<file path="config.mk">
export PLATFORM = sky130hd
export DESIGN_NAME = pend_list_sel
export DESIGN_NICKNAME = d
export VERILOG_FILES = /design/src/rtl/pend_list_sel.sv
export SDC_FILE = /design/constraint.sdc
export NUM_CORES = 1
export LEC_CHECK = 0
export ABC_AREA = 1
export CAP_MARGIN = 40
export CORE_MARGIN = 3
export CORE_UTILIZATION = 38
export DETAILED_ROUTE_END_ITERATION = 6
export PLACE_DENSITY_LB_ADDON = 0.3
export RECOVER_POWER = 100
export SLEW_MARGIN = 0
export SYNTH_ARGS = -nofsm -noshare
export SYNTH_HDL_FRONTEND = slang
export SYNTH_SLANG_ARGS = --single-unit
</file>
<file path="constraint.sdc">
create_clock -name clk -period 0.8 [get_ports clk]
set_input_delay 0.08 -clock clk [delete_from_list [all_inputs] [get_ports clk]]
set_output_delay 0.08 -clock clk [all_outputs]
set_load 0.01 [all_outputs]
</file>
<file path="src/rtl/pend_list_sel.sv">
module pend_list_sel #(
  parameter int N     = 8,
  parameter int VID_W = 16
) (
  input  logic                       clk,
  input  logic                       rst_n,
  input  logic                       ack_req,
  input  logic                       query_req,
  input  logic [$clog2(N+1)-1:0]     used_cnt,
  input  logic [N*VID_W-1:0]         ent_vid,
  input  logic [N*8-1:0]             ent_prio,
  input  logic [N-1:0]               ent_grp,
  input  logic [N*2-1:0]             ent_state,
  input  logic                       grp0_en,
  input  logic                       grp1_en,
  input  logic [7:0]                 prio_mask,
  input  logic                       req_grp,
  input  logic [7:0]                 run_prio,
  input  logic [2:0]                 bpr0,
  input  logic [2:0]                 bpr1,
  output logic                       rsp_valid,
  output logic [VID_W-1:0]           rsp_id,
  output logic                       upd_valid,
  output logic [$clog2(N)-1:0]       upd_idx,
  output logic                       set_act_valid,
  output logic [7:0]                 set_act_prio,
  output logic                       set_act_grp
);
  localparam int IDX_W = $clog2(N);
  localparam logic [VID_W-1:0] SPUR = VID_W'(1023);

  logic             win_found;
  logic [IDX_W-1:0] win_idx;
  logic [7:0]       win_prio;

  always_comb begin
    win_found = 1'b0;
    win_idx   = '0;
    win_prio  = 8'hFF;
    for (int i = 0; i < N; i++) begin
      if (i < int'(used_cnt) && ent_state[2*i +: 2] == 2'b01 &&
          (ent_grp[i] ? grp1_en : grp0_en) && ent_prio[8*i +: 8] < win_prio) begin
        win_found = 1'b1;
        win_idx   = IDX_W'(i);
        win_prio  = ent_prio[8*i +: 8];
      end
    end
  end

  wire             win_grp = ent_grp[win_idx];
  wire [VID_W-1:0] win_vid = ent_vid[win_idx*VID_W +: VID_W];
  wire [3:0]       shamt   = win_grp ? {1'b0, bpr1} : {1'b0, bpr0} + 4'd1;
  wire [7:0]       pre_lvl = win_prio & (8'hFF << shamt);
  wire             grp_ok  = win_found && (win_grp == req_grp);
  wire             ack_ok  = grp_ok && (prio_mask > win_prio) && (run_prio > pre_lvl);

  always_ff @(posedge clk or negedge rst_n) begin
    if (!rst_n) begin
      rsp_valid     <= 1'b0;
      rsp_id        <= SPUR;
      upd_valid     <= 1'b0;
      upd_idx       <= '0;
      set_act_valid <= 1'b0;
      set_act_prio  <= 8'hFF;
      set_act_grp   <= 1'b0;
    end else begin
      rsp_valid     <= ack_req | query_req;
      upd_valid     <= ack_req & ack_ok;
      set_act_valid <= ack_req & ack_ok;
      if (ack_req)
        rsp_id <= ack_ok ? win_vid : SPUR;
      else if (query_req)
        rsp_id <= grp_ok ? win_vid : SPUR;
      if (ack_req & ack_ok) begin
        upd_idx      <= win_idx;
        set_act_prio <= win_prio;
        set_act_grp  <= win_grp;
      end
    end
  end
endmodule


</file>
==> out/results.txt <==
Status -> finished with violations
Failing checks -> setup timing
MaxCap Viol Count -> 0
Asr flop ratio synth -> 100.0%
Pre-antenna DRT Iters -> 5
CP Max Fanout -> 7
Share of cells above drive strength 1 -> 34.19%
Max VDD drop -> 0.8349 mV
Unrepaired setup endpoints after global routing -> true
Critical Path Max Stage Delay -> 460 ps
Maximum clock frequency -> 84.99 MHz
Final period util -> 1471%
Critical path class -> in -> reg
Leak Pwr -> 5.703 nW
Vias per cell -> 5.360
GRT Total Usage -> 29.63%
Endpoint class of the critical path -> register
Pwr Density -> 1339 nW/µm²
P&R area growth vs syn -> 101.9%
Die Y-Extent -> 128.7 µm
CTS tree -> built
First-pass GRT wire length -> 40.43 mm
Post-Synthesis Net Count -> 1,330
# IOs -> 280
IO Port Bufs -> 279
Clk slew on worst S/H paths -> 50 ps
Maximum root-to-sink buffer count -> 2
Pin count of the biggest net entering global routing -> 51
Post-route ant nets -> 0
Syn_area_per_cell -> 5.576 µm²
Core area -> 14,640 µm²
Most frequent cells in the layout -> nand2_1 (295), clkdlybuf4s50_1 (228), buf_4 (225), nand3_1 (131), inv_1 (97)
Setup WS post-layout -> -10,970 ps
#FFs+latches synth -> 30
CTS root buf -> clkbuf_16
Drt initial violations -> 554
Clk sinks -> 30
Fillers -> 1,042
Pins Over Slew Limit -> 0
Reg2reg path depth -> 4
Reg area -> 773.2 µm²
Worst Tran Pin Value -> 480.4 ps
Count of cell types in the netlist -> 41
Final std cells w/o fill -> 1,705
Post-synth top flop -> dfstp_2
Initial Utilization -> 39.06%
Startpoint Class -> input pin
Num CTS Buffers -> 5
Vias in the first global route -> 8,640
Routed WL -> 29.36 mm
DR vias -> 9,139
# diodes -> 0
Commonest non-fill, non-tap cell in the layout -> nand2_1
Cell count after placement -> 1,618
Htree depth -> 2
Cell count after synthesis -> 1,026
Final worst path period need -> 11,770 ps
Residual DRC count -> 0
Final Hold Viols -> 0
Cell row count -> 44
Yosys warns -> 0
Seq/Total Area, Yosys -> 13.52%
HPWL after detailed placement -> 20.05 mm
Area of the multi-input gates -> 5265 µm²
Hold_buf cts -> 0
Chip width -> 128.7 µm
Critical Path Slowest Stage Cell -> a2111oi_4
Die area -> 16,560 µm²
DP Worst Slack -> -11,410 ps
Post-synthesis cell area -> 5720 µm²
Skew final -> 0 ps
Critical Path RT -> 1000 ps
Hold Path Stages -> 5
Critical path arrival -> 11,970 ps
Initial antenna violation count -> 0
Routed WL per cell -> 17.22 µm
Final net count -> 1,824
Crit-path most repeated cell -> nand2_2
Final setup viols -> 60
Total gr overflow -> 0
HP Class -> in -> reg
Post-synth EDFFs -> 0
Skew-Pair Late Insertion Delay -> 270 ps
Max_slew headroom -> 67.97%
Setup TNS Final -> -320,320 ps
Routability cong. -> 0.9439
## power by group
part	switching, mW	internal, mW
registers	0.335	2.08
logic	5.60	5.58
clock network	0.641	1.23
total	6.57	8.90
## critical path, delay by kind of cell
family,cells,cell delay (ps)
AOI/OAI and AO/OA,19,3580
adders and majority gates,8,2100
buffers and inverters,7,1050
and+or+nand+nor,43,5140
## per-layer routing
layer | global-route usage [%] | up-vias | share of wire (%)
li1 | - | 4379 | -
met1 | 33.64 | 4147 | 37
met2 | 55.82 | 477 | 50
met3 | 4.068 | 136 | 7.9
met4 | 10.99 | 0 | 4.9
met5 | 0 | - | 0
## final cells by class
cell class | instances | area share (%)
Tap cell | 184 | 1.993
Timing Repair Buffer | 526 | 40.76
Inverter | 110 | 3.661
Clock buffer | 6 | 1.202
Sequential cell | 30 | 6.694
Multi-Input combinational cell | 847 | 45.58
Clock inverter | 2 | 0.1083
## state kept, by name, indices dropped and copies added (netlist names)
signal         cells
rsp_valid          1
set_act_valid      1
rsp_id            16
set_act_grp        1
upd_idx            3
set_act_prio       8
## final timing paths
| path | start | endpoint | slack [ps] |
|---|---|---|---|
| worst max-delay path | ent_state[1] | set_act_prio[1] | -10970 |
| worst min-delay path | ack_req | rsp_id[13] | 300 |
| worst max register to register | upd_idx[1] | upd_idx[1] | -60 |
| worst min register to register | set_act_prio[0] | set_act_prio[0] | 480 |
| max in group asynchronous | rst_n | rsp_id[3] | 150 |
| min in group asynchronous | rst_n | rsp_id[11] | 320 |
## Yosys cell counts, types with 3 or more instances
master | instances | area (µm²)
o2111ai_1 | 3 | 26.28
ha_1 | 55 | 688.2
nand2_1 | 340 | 1276
inv_1 | 99 | 371.6
nor2_2 | 3 | 18.77
nand3b_1 | 10 | 75.07
a21oi_1 | 20 | 100.1
o211ai_1 | 6 | 45.04
nand3_2 | 3 | 30.03
o21ai_0 | 54 | 270.3
a31oi_1 | 3 | 18.77
o21ai_1 | 5 | 25.02
nor2_1 | 108 | 405.4
o21bai_1 | 4 | 30.03
clkinv_1 | 5 | 18.77
buf_2 | 17 | 85.08
or2_2 | 10 | 62.56
dfstp_2 | 18 | 473.0
nand4_1 | 36 | 225.2
inv_2 | 6 | 22.52
buf_1 | 3 | 11.26
buf_4 | 4 | 30.03
clkbuf_1 | 20 | 75.07
nand2_4 | 5 | 56.30
nand3_1 | 145 | 725.7
dfrtp_1 | 12 | 300.3
nand2_2 | 13 | 81.33
a211oi_1 | 3 | 22.52
## kinds of logic after synthesis
family                   after synthesis  synth area share (%)
AND/OR/NAND/NOR                      679                 52.69
buffers and inverters                156                 11.13
AO/OA/AOI/OAI                        105                 10.48
adder cells (fa/ha/maj)               55                 12.03
flip-flops                            30                 13.52
XOR/XNOR                               1                0.1531
## stage by stage
step / utilization (%) / cell area, µm² / hold slack [ps] / power, mW
3_3_place_gp: 69.59 / 10190 / 455.9 / 11.05
3_5_place_dp: 69.59 / 10190 / 463.9 / 11.22
6_report: 78.88 / 11550 / 304.2 / 15.47
5_1_grt: 78.88 / 11550 / 309.4 / 16.41
4_1_cts: 75.44 / 11050 / 191.1 / 14.20
2_1_floorplan: - / 6060 / -215.6 / 6.771
## what timing repair did
item	4_1_cts	5_1_grt
cloned	9	0
endpoints found under the setup margin	61	61
resized for setup	317	96
buffers inserted	50	22
pin swaps	91	111
No activity file was read; power rests on OpenSTA's default activity.
